### src/rtl/nic_irq_pkg.sv
package nic_irq_pkg;

    typedef enum logic [1:0] {
        ST_IDLE   = 2'd0,
        ST_ASSERT = 2'd1,
        ST_HOLD   = 2'd2
    } line_state_e;

    // Cause positions that the timers and writeback completion post into
    localparam int CAUSE_TXWB = 0;
    localparam int CAUSE_RXTM = 1;

    // Timer slots in the delay-timer array
    localparam int NTMR     = 4;
    localparam int TMR_RXPK = 0;
    localparam int TMR_RXAB = 1;
    localparam int TMR_TXPK = 2;
    localparam int TMR_TXAB = 3;

endpackage

### src/rtl/tick_prescaler.sv
module tick_prescaler #(
    parameter int DIV = 256
) (
    input  logic clk_i,
    input  logic rst_ni,
    input  logic clr_i,
    output logic tick_o
);

    generate
        if (DIV <= 1) begin : g_every
            assign tick_o = 1'b1;
        end else begin : g_count
            localparam int CW = $clog2(DIV);
            localparam logic [CW-1:0] LAST = CW'(DIV - 1);
            logic [CW-1:0] cnt_q;

            always_ff @(posedge clk_i) begin
                if (!rst_ni || clr_i) begin
                    cnt_q <= '0;
                end else if (cnt_q == LAST) begin
                    cnt_q <= '0;
                end else begin
                    cnt_q <= cnt_q + CW'(1);
                end
            end

            assign tick_o = (cnt_q == LAST);
        end
    endgenerate

endmodule

### src/rtl/dly_timer.sv
module dly_timer #(
    parameter int W       = 16,
    parameter bit RESTART = 1'b1
) (
    input  logic         clk_i,
    input  logic         rst_ni,
    input  logic         tick_i,
    input  logic         event_i,
    input  logic [W-1:0] load_i,
    output logic         fire_o
);

    logic [W-1:0] cnt_q;
    logic         fire_q;
    logic         start;

    // Restarting timers reload on every event; absolute ones only when idle
    assign start = event_i && (RESTART || (cnt_q == '0));

    always_ff @(posedge clk_i) begin
        if (!rst_ni) begin
            cnt_q  <= '0;
            fire_q <= 1'b0;
        end else if (start) begin
            cnt_q  <= load_i;
            fire_q <= 1'b0;
        end else if (tick_i && (cnt_q != '0)) begin
            cnt_q  <= cnt_q - W'(1);
            fire_q <= (cnt_q == W'(1));
        end else begin
            fire_q <= 1'b0;
        end
    end

    assign fire_o = fire_q;

endmodule

### src/rtl/irq_line_fsm.sv
module irq_line_fsm
    import nic_irq_pkg::*;
#(
    parameter int THR_W   = 10,
    parameter int THR_DIV = 256
) (
    input  logic             clk_i,
    input  logic             rst_ni,
    input  logic             has_cause_i,
    input  logic             urgent_hit_i,
    input  logic [THR_W-1:0] throttle_i,
    output logic             irq_o,
    output logic [THR_W-1:0] thr_left_o
);

    line_state_e      state_q, state_d;
    logic [THR_W-1:0] thr_q;
    logic             thr_tick;
    logic             expire;
    logic             enter;

    assign expire = (thr_q == '0) || ((thr_q == THR_W'(1)) && thr_tick);
    assign enter  = (state_d == ST_ASSERT) && (state_q != ST_ASSERT);

    tick_prescaler #(.DIV(THR_DIV)) u_thr_tick (
        .clk_i  (clk_i),
        .rst_ni (rst_ni),
        .clr_i  (enter),
        .tick_o (thr_tick)
    );

    // State register
    always_ff @(posedge clk_i) begin
        if (!rst_ni) begin
            state_q <= ST_IDLE;
        end else begin
            state_q <= state_d;
        end
    end

    // Next state
    always_comb begin
        state_d = state_q;
        unique case (state_q)
            ST_IDLE: begin
                if (has_cause_i) state_d = ST_ASSERT;               // raise
            end
            ST_ASSERT: begin
                if (!has_cause_i) state_d = expire ? ST_IDLE : ST_HOLD; // drop-free / drop-held
            end
            ST_HOLD: begin
                if (has_cause_i && (urgent_hit_i || expire)) begin
                    state_d = ST_ASSERT;                            // bypass / release
                end else if (expire) begin
                    state_d = ST_IDLE;                              // expire
                end
            end
            default: state_d = ST_IDLE;
        endcase
    end

    // Throttle interval counter, reloaded on each rise of the line
    always_ff @(posedge clk_i) begin
        if (!rst_ni) begin
            thr_q <= '0;
        end else if (enter) begin
            thr_q <= throttle_i;
        end else if (thr_tick && (thr_q != '0)) begin
            thr_q <= thr_q - THR_W'(1);
        end
    end

    // Outputs
    always_comb begin
        irq_o      = (state_q == ST_ASSERT);
        thr_left_o = thr_q;
    end

endmodule

### src/rtl/nic_irq_moderator.sv
module nic_irq_moderator
    import nic_irq_pkg::*;
#(
    parameter int NCAUSE  = 4,
    parameter int DLY_W   = 16,
    parameter int THR_W   = 10,
    parameter int DLY_DIV = 256,
    parameter int THR_DIV = 256
) (
    input  logic              clk_i,
    input  logic              rst_ni,
    input  logic [NCAUSE-1:0] cause_strobe_i,
    input  logic              urgent_i,
    input  logic              rx_pkt_i,
    input  logic              tx_pkt_i,
    input  logic              tx_wb_done_i,
    input  logic [DLY_W-1:0]  rx_pkt_dly_i,
    input  logic [DLY_W-1:0]  rx_abs_dly_i,
    input  logic [DLY_W-1:0]  tx_pkt_dly_i,
    input  logic [DLY_W-1:0]  tx_abs_dly_i,
    input  logic [THR_W-1:0]  throttle_i,
    input  logic [NCAUSE-1:0] mask_set_i,
    input  logic [NCAUSE-1:0] mask_clr_i,
    input  logic              cause_rd_i,
    output logic [NCAUSE-1:0] cause_o,
    output logic              rx_wb_req_o,
    output logic              tx_wb_req_o,
    output logic              irq_o
);

    logic [NCAUSE-1:0] pend_q, pend_d, mask_q, mask_d, post;
    logic [NTMR-1:0]   tmr_ev, tmr_fire;
    logic [DLY_W-1:0]  tmr_load [NTMR];
    logic              dly_tick;
    logic              has_cause, urgent_hit;
    logic [THR_W-1:0]  thr_left;

    tick_prescaler #(.DIV(DLY_DIV)) u_dly_tick (
        .clk_i  (clk_i),
        .rst_ni (rst_ni),
        .clr_i  (1'b0),
        .tick_o (dly_tick)
    );

    always_comb begin
        tmr_ev             = '0;
        tmr_ev[TMR_RXPK]   = rx_pkt_i;
        tmr_ev[TMR_RXAB]   = rx_pkt_i;
        tmr_ev[TMR_TXPK]   = tx_pkt_i;
        tmr_ev[TMR_TXAB]   = tx_pkt_i;
        tmr_load[TMR_RXPK] = rx_pkt_dly_i;
        tmr_load[TMR_RXAB] = rx_abs_dly_i;
        tmr_load[TMR_TXPK] = tx_pkt_dly_i;
        tmr_load[TMR_TXAB] = tx_abs_dly_i;
    end

    // Even slots restart per packet, odd slots are absolute
    genvar g;
    generate
        for (g = 0; g < NTMR; g++) begin : g_tmr
            dly_timer #(.W(DLY_W), .RESTART((g % 2) == 0)) u_tmr (
                .clk_i   (clk_i),
                .rst_ni  (rst_ni),
                .tick_i  (dly_tick),
                .event_i (tmr_ev[g]),
                .load_i  (tmr_load[g]),
                .fire_o  (tmr_fire[g])
            );
        end
    endgenerate

    assign rx_wb_req_o = tmr_fire[TMR_RXPK] | tmr_fire[TMR_RXAB];
    assign tx_wb_req_o = tmr_fire[TMR_TXPK] | tmr_fire[TMR_TXAB];

    // Writeback request goes out first; its cause lands at the following edge
    always_comb begin
        post             = cause_strobe_i;
        post[CAUSE_TXWB] = post[CAUSE_TXWB] | tx_wb_req_o | tx_wb_done_i;
        post[CAUSE_RXTM] = post[CAUSE_RXTM] | rx_wb_req_o;
        pend_d           = (cause_rd_i ? '0 : pend_q) | post;
        mask_d           = (mask_q | mask_set_i) & ~mask_clr_i;
        has_cause        = |(pend_d & mask_d);
        urgent_hit       = urgent_i && |(cause_strobe_i & mask_d);
    end

    always_ff @(posedge clk_i) begin
        if (!rst_ni) begin
            pend_q <= '0;
            mask_q <= '0;
        end else begin
            pend_q <= pend_d;
            mask_q <= mask_d;
        end
    end

    assign cause_o = pend_q;

    irq_line_fsm #(.THR_W(THR_W), .THR_DIV(THR_DIV)) u_fsm (
        .clk_i        (clk_i),
        .rst_ni       (rst_ni),
        .has_cause_i  (has_cause),
        .urgent_hit_i (urgent_hit),
        .throttle_i   (throttle_i),
        .irq_o        (irq_o),
        .thr_left_o   (thr_left)
    );

endmodule

### config.mk
export PLATFORM = sky130hd
export DESIGN_NAME = nic_irq_moderator
export DESIGN_NICKNAME = d
export VERILOG_FILES = /design/src/rtl/nic_irq_pkg.sv /design/src/rtl/tick_prescaler.sv /design/src/rtl/dly_timer.sv /design/src/rtl/irq_line_fsm.sv /design/src/rtl/nic_irq_moderator.sv
export SDC_FILE = /design/constraint.sdc
export NUM_CORES = 1
export LEC_CHECK = 0
export ABC_AREA = 1
export ABC_CLOCK_PERIOD_IN_PS = 1900
export CAP_MARGIN = 30
export CORE_AREA = 4 4 140 102
export DETAILED_ROUTE_END_ITERATION = 12
export DIE_AREA = 0 0 144 106
export GPL_TIMING_DRIVEN = 0
export HOLD_SLACK_MARGIN = 0.02
export PLACE_DENSITY_LB_ADDON = 0.1
export SYNTH_ARGS = -nofsm -noshare
export SYNTH_HDL_FRONTEND = slang
export SYNTH_SLANG_ARGS = --single-unit
### constraint.sdc
create_clock -name clk_i -period 1.9 [get_ports clk_i]
set_clock_uncertainty 0.2 [all_clocks]
set_input_delay 0.19 -clock clk_i [delete_from_list [all_inputs] [get_ports clk_i]]
set_output_delay 0.19 -clock clk_i [all_outputs]
set_load 0.02 [all_outputs]
Word-level counts from Yosys, hierarchy flattened
Index checks and enable logic that the tools add are counted.
{"block": "word_totals", "ff_bits": 104, "latch_bits": 0, "mem_bits_rw": 0, "mem_bits_ro": 0, "in_bits": 93, "n_memories": 0}
{"block": "classes", "n_addsub": 7, "mul": 0, "div": 0, "n_lt_le_gt_ge": 0, "n_eq_ne": 11, "n_shift": 0, "n_mux": 17, "bitwise_logic": 16, "reduce_logical": 37}
{"operator": "2-to-1 mux 16 bit", "n": 8}
{"operator": "== test 16 x 1 -> 1 bit, second input constant", "n": 4}
{"operator": "nonzero test 16 bit", "n": 4}
{"operator": "subtractor 16 x 1 -> 16 bit, second input constant", "n": 4}
{"operator": "logical NOT 16 bit", "n": 2}
{"operator": "2-to-1 mux 10 bit", "n": 2}
{"operator": "adder 8 x 1 -> 8 bit, second input constant", "n": 2}
{"operator": "== test 8 bit, second input constant", "n": 2}
{"operator": "bitwise AND 4 bit", "n": 3}
{"operator": "OR reduction 3 bit", "n": 4}
{"operator": "logical AND 1 bit", "n": 11}
{"operator": "== test 10 x 1 -> 1 bit, second input constant", "n": 1}
{"operator": "logical NOT 10 bit", "n": 1}
{"operator": "2-to-1 mux 2 bit", "n": 5}
{"operator": "nonzero test 10 bit", "n": 1}
{"operator": "nonzero test 2 bit", "n": 5}
{"operator": "subtractor 10 x 1 -> 10 bit, second input constant", "n": 1}
{"operator": "OR 4 bit", "n": 2}
{"operator": "OR reduction 4 bit", "n": 2}
{"operator": "case mux 2 bit (3 select lines)", "n": 1}
{"operator": "NOT 1 bit", "n": 5}
{"operator": "OR 1 bit", "n": 5}
{"operator": "== test 2 x 1 -> 1 bit, second input constant", "n": 2}
{"operator": "2-to-1 mux 4 bit", "n": 1}
{"operator": "7 further kinds", "n": 10}

Depth between registers and ports, before layout
{"block": "depth", "word_depth": 13, "ltp_mapped": 14, "mapped_depth_nobuf": 14}

Modules after synthesis
A second synthesis with hierarchy kept.
{"block": "unflattened", "hier_cells": 1195, "hier_area_um2": 7334.5}
{"module": "dly_timer (g_tmr[1].u_tmr ...)", "n_inst": 2, "cells_per_inst": 219, "area_each_um2": 1313.8, "seq_area_each_um2": 340.3}
{"module": "dly_timer (g_tmr[2].u_tmr)", "n_inst": 1, "cells_per_inst": 207, "area_each_um2": 1281.2, "seq_area_each_um2": 340.3}
{"module": "dly_timer (g_tmr[0].u_tmr)", "n_inst": 1, "cells_per_inst": 211, "area_each_um2": 1244.9, "seq_area_each_um2": 340.3}
{"module": "irq_line_fsm", "n_inst": 1, "cells_per_inst": 147, "area_each_um2": 924.6, "seq_area_each_um2": 240.2}
{"module": "tick_prescaler", "n_inst": 2, "cells_per_inst": 57, "area_each_um2": 397.9, "seq_area_each_um2": 160.2}
{"module": "nic_irq_moderator", "n_inst": 1, "cells_per_inst": 78, "area_each_um2": 460.4, "seq_area_each_um2": 160.2}

Least setup slack after synthesis
Ideal clock, no wire load.
{"block": "synth_timing", "kind": "reg2reg", "from": "register g_tmr[0].u_tmr.cnt_q[1]", "to": "register g_tmr[0].u_tmr.cnt_q[13]", "setup_time_ns": 0.116, "arrival_time_ns": 1.616, "required_ns": 1.584, "slack_ns": -0.032, "path_stages_with_launch": 13, "path_buffers": 1, "cell_sequence": "dfxtp_1 -> inv_1 -> ha_1 -> nand3_2 -> nor2_4 -> nand2_2 -> nor2_4 -> nand4_1 -> nand2_1 -> nand2_2 -> buf_6 -> o211ai_1 -> inv_1"}
{"block": "synth_via", "elab_chain_len": 3, "word_cells_on_any_way": 6, "cone_classes": "1 x add/sub; 2 x mux; 3 x reduce/logical"}
{"element": "start: declaration", "line": "dly_timer.sv:13", "source": "logic [W-1:0] cnt_q;"}
{"element": "start signal: assignment", "line": "dly_timer.sv:25", "source": "cnt_q <= load_i;"}
{"element": "start signal: assignment", "line": "dly_timer.sv:28", "source": "cnt_q <= cnt_q - W'(1);"}
{"element": "subtractor 16 x 1 -> 16 bit / nonzero test 16 bit (equally long branches)", "line": "dly_timer.sv:28, dly_timer.sv:27"}
{"element": "2-to-1 mux 16 bit / logical AND 1 bit (equally long branches)", "line": "dly_timer.sv:27", "source": "end else if (tick_i && (cnt_q != '0)) begin"}
{"element": "2-to-1 mux 16 bit / nonzero test 2 bit (equally long branches)"}
Several ways; a longest one is shown, not always the timed one. The select of a mux whose other input is x is not followed.
A chain may end at the register's enable or synchronous reset.

Worst setup path after layout
{"block": "layout_timing", "from": "register g_tmr[0].u_tmr.cnt_q[0]", "to": "register g_tmr[0].u_tmr.cnt_q[13]"}
Same word-level chain as after synthesis.

==> results.toml <==
[synthesis]
synthXorXnorAreaFrac_pct = 3.40
ys_warn_count = 0
seq_area_frac_synth_pct = 33.6
synthFlopType = "dfxtp_1"
ys_ff_latch = 104
synth_most_common_cell = "nand2_1"
synthTopCellsByCount = "nand2_1, nor2_1, dfxtp_1"
synthMuxAreaShare_pct = 0.162
syn_area_mm2 = 0.00619
async_flop_share_pct = 0
yosys.area_share.simple_pct = 33.0
synth_edf_count = 0
synth_area_leaders = "dfxtp_1, nand2_1, nor2_1, inv_1, nand3_1"
synth_top_family_by_area = "simple AND/OR/NAND/NOR gates"
postSynthCellCount = 929
syn-mean-instance-area_um2 = 6.66
synthAdderAreaFrac_pct = 3.03
synth_top_cell_area_share_pct = 33.6
synth_compound_area_share_pct = 17.3
synth_fp_nets = 1037
synth_cell_type_count = 45
yosysTopAreaCell = "dfxtp_1"

[run_status]
status = "complete, but fails checks"
violations = "negative setup slack"

[route]
vias = 6880
wl_mm = 20.0
drc_errors = 0
avgViaCountPerCell = 5.45
drtAntennaViolNets = 0
drt_iter0_markers = 454
post_drt_wl_per_cell_um = 15.9
first_pass_iters = 5

[timing]
min_period_ps = 2090
fmax_ghz = 0.478
final.setup.tns_ps = -6940
fin_crit_sh_pct = 110
setup_violations = 77
rsz0062_at_grt = "yes"
drv_slew = 0
worstMarginPinSlew_ps = 820
finalHoldViolations = 0
slew_headroom_pct = 45.3
setup_ws_ps = -194
fin_hold_ws_ps = 186

[critical_path]
required_ps = 1940
cp-end-kind = "flip-flop"
critPathKind = "flip-flop to flip-flop"
worst-path-max-fanout = 10
crit_path_start_kind = "flip-flop"
critPathArrivalTime_ps = 2140
rrSetupSlack_ps = -190

[hold_path]
hp-class = "input port to flip-flop"

[placement]
portBuffers = 98
dp_hpwl_mm = 12.6
pre_cts_ws_ps = -457
gp_congestion = 0.899

[pwr]
p_leak_nw = 3.85
ir_drop_v = 0.000903
power-per-cell-area_mw_per_mm2 = 1190

[clock_tree]
cts_root_buffer = "clkbuf_16"
cts_made_buffers = 9
cts.htree.levels = 3
clk_latency_ps = 350
cts_sinks = 104
tritoncts = "yes"
holdBufCountCts = 0
clockBufferDepth = 2
path_clk_slew_ps = 70

[floorplanning]
initial_core_util_pct = 47.9
die-area_mm2 = 0.0153
core_mm2 = 0.0129
num_io_pins = 100
fp.dieH_um = 106
die_x_um = 144
fp-row-count = 35

[finish]
areaGrowthSynthToFinish_pct = 48.1
utilization_pct = 70.9
multi_input_area_mm2 = 0.00432
register_area_mm2 = 0.00210
drive_gt1_share_pct = 28.4
nNetsFinal = 1200
n_antenna_cell = 0
fill_cells = 1033

[global_routing]
grtUsageTotal_pct = 23.6
grt_pass1_vias = 5955
grt_overflow = 0
grt_pass1_wl_mm = 29.4
grt_antenna_before_repair = 0
grt_max_degree = 17

[run]
maxCapViolCount = 0
[repair_timing]
item,CTS,global route
pin swaps,17,46
setup buffers,20,25
cloned,5,5
setup endpoints to repair,88,90
gates resized for setup,85,236
[cells in the final DEF (no fill, tap or decap), types with 6 or more instances in the layout]
cell,instances
a21oi_1,51
nand2_8,7
nand3_2,9
nor3_1,10
nand4_1,27
a31oi_1,10
nor2_1,66
buf_4,33
xnor2_1,6
o211ai_1,11
nand2_1,149
inv_2,17
nand2_4,8
xor2_1,18
clkdlybuf4s50_1,96
clkbuf_1,11
dfxtp_2,10
nand2_2,38
nor2_4,21
a21oi_2,20
nor2_2,24
o21ai_2,29
o21ai_0,36
buf_6,22
o21ai_1,17
dfxtp_1,92
nand3_1,62
clkbuf_16,11
inv_1,84
ha_1,11
[final cells by class]
| class | instances | share of cell area, % |
|---|---|---|
| Timing Repair inverter | 1 | 0.177 |
| Inverter | 111 | 5.07 |
| Clock inverter | 4 | 0.560 |
| Multi-Input combinational cell | 683 | 47.2 |
| Tap cell | 166 | 2.27 |
| Sequential cell | 104 | 22.9 |
| Buffer | 31 | 2.50 |
| Timing Repair Buffer | 151 | 16.4 |
| Clock buffer | 12 | 2.91 |
[power breakdown]
group          leakage, nW  internal, mW  total (mW)  switching [mW]
logic                 2.83          2.49        6.02            3.53
registers            0.859          2.52        2.89           0.367
clock network        0.155          1.13        1.97           0.842
total                 3.85          6.14        10.9            4.74
[layer usage]
layer,GRT usage [%],vias to the layer above,share of wire (%)
met5,0,-,0
met4,3.90,0,1.4
met3,5.26,33,9.1
met2,35.0,274,44
met1,35.2,3138,45
li1,-,3435,-
[stage by stage]
step,std cells,cell area (µm²),power [mW]
final,1263,9160,10.9
after global routing,1263,9160,11.6
after CTS,1234,8220,9.65
after detailed placement,1193,7400,7.11
after global placement,1193,7400,7.09
after floorplan,929,6210,6.09
[path summary, 6_finish.rpt]
check                                 from                  endpoint  depth (start not counted)
setup / recovery   g_tmr[0].u_tmr.cnt_q[0]  g_tmr[0].u_tmr.cnt_q[13]                         12
hold / removal                    rx_pkt_i   g_tmr[0].u_tmr.cnt_q[1]                          5
setup reg to reg   g_tmr[0].u_tmr.cnt_q[0]  g_tmr[0].u_tmr.cnt_q[13]                         12
hold reg to reg   g_tmr[2].u_tmr.cnt_q[14]  g_tmr[2].u_tmr.cnt_q[14]                          2
[worst max-delay path, stage by stage (launching register included)]
cell and delay (ps):
dfxtp_4 350, inv_2 60, ha_4 140, nand3_4 90, nor2_4 160, nand2_4 70
nor2_4 130, nand4_1 120, nand2_2 130, nand2_4 90, buf_6 170, o211ai_1 200
inv_1 60
[kinds of logic (layout without fill, tap and decap cells)]
family	after synthesis	in the layout
AND/OR/NAND/NOR	451	451
buffers and inverters	142	310
XOR/XNOR	24	24
adder cells (fa/ha/maj)	15	15
multiplexers	1	1
flip-flops	104	104
AO/OA/AOI/OAI	192	192
[registers in the layout, summed over array words and instances, names as in the netlist]
signal	flops
mask_q	4
u_fsm.state_q	2
u_dly_tick.g_count.cnt_q	8
cause_o	4
u_fsm.u_thr_tick.g_count.cnt_q	8
g_tmr.u_tmr.cnt_q	64
u_fsm.thr_left_o	10
g_tmr.u_tmr.fire_o	4
(Power assumes the default switching activity.)
